**config.mk**
```make
export PLATFORM = sky130hd
export DESIGN_NAME = cache_policy_unit
export DESIGN_NICKNAME = d
export VERILOG_FILES = /design/src/rtl/clp_pkg.sv /design/src/rtl/clp_policy.sv /design/src/rtl/clp_tags.sv /design/src/rtl/cache_policy_unit.sv
export SDC_FILE = /design/constraint.sdc
export NUM_CORES = 1
export LEC_CHECK = 0
export CELL_PAD_IN_SITES_DETAIL_PLACEMENT = 1
export CELL_PAD_IN_SITES_GLOBAL_PLACEMENT = 1
export CORE_UTILIZATION = 51
export CTS_CLUSTER_DIAMETER = 100
export DETAILED_ROUTE_END_ITERATION = 6
export HOLD_SLACK_MARGIN = 0.03
export PLACE_DENSITY_LB_ADDON = 0.1
export SYNTH_ARGS = -nofsm -noshare
export SYNTH_HDL_FRONTEND = slang
export SYNTH_HIERARCHICAL = 1
export SYNTH_SLANG_ARGS = --single-unit
```
**constraint.sdc**
```tcl
create_clock -name clk -period 4.9 [get_ports clk]
set_input_delay 1.225 -clock clk [delete_from_list [all_inputs] [get_ports clk]]
set_output_delay 1.225 -clock clk [all_outputs]
set_load 0.02 [all_outputs]
```
**src/rtl/clp_pkg.sv**
```systemverilog
package clp_pkg;

    typedef enum logic [1:0] {
        ST_IDLE = 2'd0,
        ST_BUS  = 2'd1,
        ST_RSP  = 2'd2
    } clp_state_e;

    // Policy decision for one accepted access
    typedef struct packed {
        logic need_bus;
        logic burst;
        logic ci;
        logic wt;
        logic alloc;
    } clp_action_t;

endpackage

```
**src/rtl/clp_policy.sv**
```systemverilog
module clp_policy
    import clp_pkg::*;
(
    input  logic        en,
    input  logic        lock,
    input  logic        wr,
    input  logic        hit,
    output clp_action_t act
);

    always_comb begin
        act = '0;
        if (!en) begin
            // cache bypassed: single beat, inhibited, tags ignored
            act.need_bus = 1'b1;
            act.ci       = 1'b1;
        end else if (hit) begin
            // served locally, locked or not
            act = '0;
        end else if (!lock) begin
            act.need_bus = 1'b1;
            act.burst    = 1'b1;
            act.alloc    = 1'b1;
        end else if (wr) begin
            act.need_bus = 1'b1;
            act.wt       = 1'b1;
        end else begin
            act.need_bus = 1'b1;
            act.burst    = 1'b1;
        end
    end

endmodule

```
**src/rtl/clp_tags.sv**
```systemverilog
module clp_tags #(
    parameter int SETS  = 4,
    parameter int WAYS  = 2,
    parameter int TAG_W = 9,
    localparam int SET_W = (SETS > 1) ? $clog2(SETS) : 1,
    localparam int WAY_W = (WAYS > 1) ? $clog2(WAYS) : 1
) (
    input  logic             clk,
    input  logic             rst_n,
    input  logic             lock,
    // lookup
    input  logic             lk_en,
    input  logic [SET_W-1:0] lk_set,
    input  logic [TAG_W-1:0] lk_tag,
    output logic             lk_hit,
    output logic [WAY_W-1:0] lk_way,
    output logic [WAY_W-1:0] vic_way,
    // recency update
    input  logic             touch_en,
    input  logic [SET_W-1:0] touch_set,
    input  logic [WAY_W-1:0] touch_way,
    // line install
    input  logic             fill_en,
    input  logic [SET_W-1:0] fill_set,
    input  logic [WAY_W-1:0] fill_way,
    input  logic [TAG_W-1:0] fill_tag,
    // snoop
    input  logic             snp_en,
    input  logic [SET_W-1:0] snp_set,
    input  logic [TAG_W-1:0] snp_tag,
    output logic             snp_hit,
    // blocked query
    input  logic [SET_W-1:0] qry_set,
    input  logic [WAY_W-1:0] qry_way,
    output logic             qry_blocked
);

    typedef struct packed {
        logic [SETS-1:0][WAYS-1:0]             vld;
        logic [SETS-1:0][WAYS-1:0]             blk;
        logic [SETS-1:0][WAYS-1:0][TAG_W-1:0]  tag;
        logic [SETS-1:0][WAYS-1:0][WAY_W-1:0]  age;
    } store_t;

    store_t st_d, st_q;
    logic [WAYS-1:0] hit_vec, snp_vec;

    function automatic store_t store_reset();
        store_t s;
        s = '0;
        for (int si = 0; si < SETS; si++)
            for (int wi = 0; wi < WAYS; wi++)
                s.age[si][wi] = WAY_W'(wi);
        return s;
    endfunction

    // way compare
    for (genvar w = 0; w < WAYS; w++) begin : g_cmp
        assign hit_vec[w] = st_q.vld[lk_set][w] && (st_q.tag[lk_set][w] == lk_tag);
        assign snp_vec[w] = st_q.vld[snp_set][w] && (st_q.tag[snp_set][w] == snp_tag);
    end

    always_comb begin
        lk_way  = '0;
        vic_way = '0;
        for (int w = 0; w < WAYS; w++) begin
            if (hit_vec[w]) lk_way = WAY_W'(w);
            if (st_q.age[lk_set][w] == WAY_W'(WAYS - 1)) vic_way = WAY_W'(w);
        end
    end

    assign lk_hit      = lk_en && (|hit_vec);
    assign snp_hit     = snp_en && (|snp_vec);
    assign qry_blocked = st_q.blk[qry_set][qry_way];

    always_comb begin
        st_d = st_q;
        if (!lock) st_d.blk = '0;
        if (snp_en) begin
            for (int w = 0; w < WAYS; w++) begin
                if (snp_vec[w]) begin
                    st_d.vld[snp_set][w] = 1'b0;
                    if (lock) st_d.blk[snp_set][w] = 1'b1;
                end
            end
        end
        if (touch_en) begin
            for (int w = 0; w < WAYS; w++) begin
                if (WAY_W'(w) == touch_way)
                    st_d.age[touch_set][w] = '0;
                else if (st_q.age[touch_set][w] < st_q.age[touch_set][touch_way])
                    st_d.age[touch_set][w] = st_q.age[touch_set][w] + 1'b1;
            end
        end
        if (fill_en) begin
            st_d.vld[fill_set][fill_way] = 1'b1;
            st_d.tag[fill_set][fill_way] = fill_tag;
        end
    end

    always_ff @(posedge clk or negedge rst_n) begin
        if (!rst_n) st_q <= store_reset();
        else        st_q <= st_d;
    end

    // a tag appears at most once per set
    assert_single_match_R6: assert property (@(posedge clk) disable iff (!rst_n)
        $onehot0(hit_vec));

    // no install into a way emptied by a snoop under lock
    assert_fill_not_blocked_R10: assert property (@(posedge clk) disable iff (!rst_n)
        fill_en |-> !st_q.blk[fill_set][fill_way]);

    // a snoop invalidation under lock leaves the way blocked next cycle
    assert_snoop_blocks_R10: assert property (@(posedge clk) disable iff (!rst_n)
        (snp_hit && lock && !fill_en) |=> (lock |-> st_q.blk[$past(snp_set)] != '0));

endmodule

```
**src/rtl/cache_policy_unit.sv**
```systemverilog
module cache_policy_unit
    import clp_pkg::*;
#(
    parameter int ADDR_W     = 16,
    parameter int LINE_BYTES = 32,
    parameter int SETS       = 4,
    parameter int WAYS       = 2,
    localparam int OFF_W  = $clog2(LINE_BYTES),
    localparam int SET_W  = (SETS > 1) ? $clog2(SETS) : 1,
    localparam int WAY_W  = (WAYS > 1) ? $clog2(WAYS) : 1,
    localparam int LINE_W = ADDR_W - OFF_W,
    localparam int TAG_W  = LINE_W - SET_W
) (
    input  logic              clk,
    input  logic              rst_n,
    input  logic              cfg_enable,
    input  logic              cfg_lock,
    input  logic              req_valid,
    output logic              req_ready,
    input  logic              req_write,
    input  logic [ADDR_W-1:0] req_addr,
    output logic              rsp_valid,
    output logic              rsp_hit,
    input  logic              snp_valid,
    input  logic [LINE_W-1:0] snp_line,
    output logic              snp_hit,
    output logic              fill_valid,
    output logic [SET_W-1:0]  fill_set,
    output logic [WAY_W-1:0]  fill_way,
    output logic [TAG_W-1:0]  fill_tag,
    output logic              bus_valid,
    input  logic              bus_ready,
    output logic [ADDR_W-1:0] bus_addr,
    output logic              bus_burst,
    output logic              bus_ci,
    output logic              bus_wt
);

    typedef struct packed {
        clp_state_e        state;
        logic              en;
        logic              lock;
        logic              wr;
        logic              hit;
        logic [ADDR_W-1:0] addr;
        logic [WAY_W-1:0]  way;
        clp_action_t       act;
    } ctl_t;

    ctl_t ctl_d, ctl_q;

    logic             accept;
    logic             lk_hit, qry_blocked;
    logic [WAY_W-1:0] lk_way, vic_way;
    clp_action_t      act_new;
    logic             touch_en;
    logic [SET_W-1:0] touch_set;
    logic [WAY_W-1:0] touch_way;

    wire [SET_W-1:0] req_set = req_addr[OFF_W +: SET_W];
    wire [TAG_W-1:0] req_tag = req_addr[ADDR_W-1 -: TAG_W];
    wire [SET_W-1:0] q_set   = ctl_q.addr[OFF_W +: SET_W];
    wire [TAG_W-1:0] q_tag   = ctl_q.addr[ADDR_W-1 -: TAG_W];

    assign accept = req_valid && (ctl_q.state == ST_IDLE);

    clp_policy u_policy (
        .en   (cfg_enable),
        .lock (cfg_lock),
        .wr   (req_write),
        .hit  (lk_hit),
        .act  (act_new)
    );

    clp_tags #(.SETS(SETS), .WAYS(WAYS), .TAG_W(TAG_W)) u_tags (
        .clk         (clk),
        .rst_n       (rst_n),
        .lock        (cfg_lock),
        .lk_en       (cfg_enable),
        .lk_set      (req_set),
        .lk_tag      (req_tag),
        .lk_hit      (lk_hit),
        .lk_way      (lk_way),
        .vic_way     (vic_way),
        .touch_en    (touch_en),
        .touch_set   (touch_set),
        .touch_way   (touch_way),
        .fill_en     (fill_valid),
        .fill_set    (q_set),
        .fill_way    (ctl_q.way),
        .fill_tag    (q_tag),
        .snp_en      (snp_valid && cfg_enable),
        .snp_set     (snp_line[SET_W-1:0]),
        .snp_tag     (snp_line[LINE_W-1 -: TAG_W]),
        .snp_hit     (snp_hit),
        .qry_set     (q_set),
        .qry_way     (ctl_q.way),
        .qry_blocked (qry_blocked)
    );

    // next-state
    always_comb begin
        ctl_d = ctl_q;
        unique case (ctl_q.state)
            ST_IDLE: if (accept) begin
                ctl_d.en    = cfg_enable;
                ctl_d.lock  = cfg_lock;
                ctl_d.wr    = req_write;
                ctl_d.hit   = lk_hit;
                ctl_d.addr  = req_addr;
                ctl_d.way   = lk_hit ? lk_way : vic_way;
                ctl_d.act   = act_new;
                ctl_d.state = act_new.need_bus ? ST_BUS : ST_RSP;
            end
            ST_BUS:  if (bus_ready) ctl_d.state = ST_RSP;
            ST_RSP:  ctl_d.state = ST_IDLE;
            default: ctl_d.state = ST_IDLE;
        endcase
    end

    always_ff @(posedge clk or negedge rst_n) begin
        if (!rst_n) ctl_q <= '0;
        else        ctl_q <= ctl_d;
    end

    // outputs
    assign req_ready  = (ctl_q.state == ST_IDLE);
    assign rsp_valid  = (ctl_q.state == ST_RSP);
    assign rsp_hit    = rsp_valid && ctl_q.hit;
    assign bus_valid  = (ctl_q.state == ST_BUS);
    assign bus_burst  = ctl_q.act.burst;
    assign bus_ci     = ctl_q.act.ci;
    assign bus_wt     = ctl_q.act.wt;
    assign bus_addr   = ctl_q.act.burst ? {ctl_q.addr[ADDR_W-1:OFF_W], {OFF_W{1'b0}}}
                                        : ctl_q.addr;
    assign fill_valid = rsp_valid && ctl_q.act.alloc && !qry_blocked;
    assign fill_set   = q_set;
    assign fill_way   = ctl_q.way;
    assign fill_tag   = q_tag;

    assign touch_en  = (accept && lk_hit) || fill_valid;
    assign touch_set = accept ? req_set : q_set;
    assign touch_way = accept ? lk_way  : ctl_q.way;

    // assertions
    assert_bypass_attrs_R2: assert property (@(posedge clk) disable iff (!rst_n)
        (bus_valid && !ctl_q.en) |-> (bus_ci && !bus_burst && !bus_wt && bus_addr == ctl_q.addr));

    assert_bypass_no_snoop_R3: assert property (@(posedge clk) disable iff (!rst_n)
        (snp_valid && !cfg_enable) |-> !snp_hit);

    assert_hit_no_bus_R4: assert property (@(posedge clk) disable iff (!rst_n)
        rsp_hit |-> $past(req_valid && req_ready));

    assert_locked_no_fill_R7: assert property (@(posedge clk) disable iff (!rst_n)
        fill_valid |-> (ctl_q.en && !ctl_q.lock));

    assert_locked_store_wt_R8: assert property (@(posedge clk) disable iff (!rst_n)
        (bus_valid && ctl_q.en && ctl_q.lock && ctl_q.wr) |-> (bus_wt && !bus_burst && !bus_ci));

    assert_lock_frozen_R11: assert property (@(posedge clk) disable iff (!rst_n)
        (bus_valid && !bus_ready) |=> $stable(ctl_q.lock));

    assert_bus_hold_R12: assert property (@(posedge clk) disable iff (!rst_n)
        (bus_valid && !bus_ready) |=> (bus_valid && $stable(bus_addr) && $stable(bus_burst)
                                       && $stable(bus_ci) && $stable(bus_wt)));

endmodule

```
==> impl_results.md <==
* Initial antenna violation count at 0
* Global-route track usage on met3 at 0.07800
* Global-route wire length before repair at 31.14 mm
* Worst path max stage delay at 0.52 ns
* Sequential-to-total area share from yosys stat at 0.4420
* Fmax at 0.2096 GHz
* Vias/cell at 6.081
* GR met1 Demand/Resource at 0.3856
* Largest net degree at the start of global routing at 62
* Outcome: complete, no violations
* Router iterations before antenna repair at 4
* Power Dens Cells at 468.4 nW/um2
* Largest cells by area after synthesis: dfrtp_1, mux2_2, mux4_2
* Placer Congestion at 0.8601
* Skew final at 0.01335 ns
* Post-Syn Area at 6805 um2
* Vias in the first global route at 5,241
* Avg Inst Size Synth at 13.27 um2
* Minimum clock period after layout at 4.771 ns
* Hold slack at 0.5031 ns
* Worst-Margin Slew at 0.9888 ns
* Starting Density at 0.5306
* Most common cell in the netlist: dfrtp_1
* Register clock-pin slew on the reported worst setup and hold paths at 0.06 ns
* Met2 Usage GRT at 0.5067
* Final Hold Fails at 0
* DRT antenna net count at 0
* WP data arrival at 3.55 ns
* Ant diodes at 0
* P&R area growth vs syn at 21.81%
* Slew headroom at 0.3388
* CP Max Fanout at 12
* Crit path launch: snp_line[0]
* Fillcell total at 1,224
* Drt initial violations at 263
* Crit start category: input pin
* Synth Instances at 513
* EDFF count, synth at 0
* Worst vdd ir at 0.0003002 V
* CTS Buffer Depth at 2
* Root Driver: clkbuf_16
* WS Path Type: in2out
* Yosys cell types at 57
* Async S/R FF share, synth at 1.000
* Fin. max-slew vios at 0
* Die height at 117.5 um
* Post-Syn Nets at 548
* Synth Register Bits at 120
* Critical Path, Cell by Cell: clkdlybuf4s50_1, buf_12, mux4_2, xnor2_1, nand4_1, nor3_1, o21a_1, dlygate4sd2_1
* Reg-to-Reg Start: fill_set[0]$_DFFE_PN0P_
* Synth top cells by count: dfrtp_1, mux2_2, mux4_2
* Yosys warns at 6
* CTS Buf Count at 17
* Slowest-stage cell, CP: mux4_2
* CTS H-Tree Depth at 4
* Worst skew pair latency at 0.43 ns
* Worst Hold Launch: ctl_q[22]$_DFFE_PN0P_
* Row count at 41
* Cell leakage power at 3.606 nW
* Ys flop type: dfrtp_1
* Post-DP HPWL at 12.63 mm
* All-Layer GR Usage at 0.3046
* Placed cells at 735
* Die span in x at 117.5 um
* CTS tree: yes
* Most Crowded Layer GR: met2
* Post-Route WL at 19.39 mm
* # nets final at 617
* WP buf/inv at 3
* Layout cells sized above 1 at 0.3496
* Die area at 13,810 um2
* Hold Buf Count CTS at 0
* Hold Crit Class: reg2reg
* Via count at 4,664
* Post-Layout Cell Count at 767
* Cell taking the most area after synthesis: dfrtp_1
* Final core utilization at 0.6463
* Period utilization at 0.9736
* Setup TNS at 0 ns
* CTS Sinks at 120
* GRT overflow at 0
* Routed length per instance at 25.28 um
* Critical Path End Type: output pin
* Drc violations at 0
* Critical path data required time at 3.67 ns
* Top cell type's share of synthesized area at 0.4265
* I/O pin count at 72
* Max_cap viols at 0
* Crit path max-delay family: buffers and inverters
* Setup violators final at 0
* RSZ-0062 raised after global routing: no
* Core area at 12,820 um2
* PortBufs at 71
==> cells by family after synthesis <==
kind of cell / share of synthesized area
muxes: 0.3023
xor gates and xnor gates: 0.06490
DFF: 0.4420
buffers and inverters: 0.05626
and+or+nand+nor: 0.07134
AOI/OAI and AO/OA: 0.06325
==> state kept, by name, summed over array words and instances (netlist names) <==
register / flops
bus_burst: 1
fill_way: 1
bus_ci: 1
fill_tag: 9
fill_set: 2
u_tags/st_q: 96
ctl_q: 9
bus_wt: 1
==> area by class of cell <==
class	count	area, um2	area share
sequential	120	3008	0.3629
multi-input combinational	338	3438	0.4148
inverter	11	41.29	0.004981
timing repair buffer	94	924.6	0.1115
tap	172	215.2	0.02596
clock buffer	20	466.7	0.05630
clock inverter	12	195.2	0.02355
==> metrics by stage <==
step | worst slack, ns | power [mW] | instance area, um2
floorplan | 0.9548 | 2.093 | 6805
global placement | -0.1231 | 2.420 | 7621
detailed placement | -0.1472 | 2.463 | 7621
CTS | 0.09503 | 3.915 | 8282
global route | 0.001198 | 4.037 | 8289
finish | 0.1295 | 3.883 | 8289
==> repair_timing <==
item | CTS | global route
resized for setup | 1 | 1
hold endpoints to repair | 0 | 0
setup endpoints to repair | 1 | 1
setup buffers | 0 | 0
==> power breakdown <==
group / switching, mW / total (mW) / internal, mW
Combinational: 0.476 / 1.06 / 0.584
Clock: 0.474 / 1.41 / 0.941
Sequential: 0.250 / 1.41 / 1.16
==> metal layers <==
layer  up-vias  part of all wire
li1       2024                 -
met1      2442              0.42
met2       160              0.51
met3        38             0.049
met4         0             0.024
met5         -                 0
==> cells in the final DEF, fill, tap and decap left out, types with 10 or more instances in the layout <==
cell type / count
clkdlybuf4s50_1: 68
mux2_4: 17
mux4_2: 27
nor2_1: 10
xor2_1: 17
nor2b_1: 12
dfrtp_1: 116
clkbuf_16: 17
a22o_1: 11
o21ai_0: 18
xnor2_1: 25
nand2_1: 13
inv_1: 11
buf_4: 20
mux2_2: 86
and2_1: 10
mux2i_1: 15
==> worst paths after layout <==
kind / to / depth (start not counted) / slack (ns)
max reg2reg: u_tags/st_q[55]$_DFFE_PN0P_ / 7 / 1.33
min: ctl_q[22]$_DFFE_PN0P_ / 1 / 0.50
max in group asynchronous: u_tags/st_q[12]$_DFFE_PN0P_ / 2 / 3.06
min in group asynchronous: bus_ci$_DFFE_PN0P_ / 1 / 0.89
max: snp_hit / 8 / 0.13
min reg2reg: ctl_q[22]$_DFFE_PN0P_ / 1 / 0.50
Note: power is estimated with default switching activity, not from simulation.
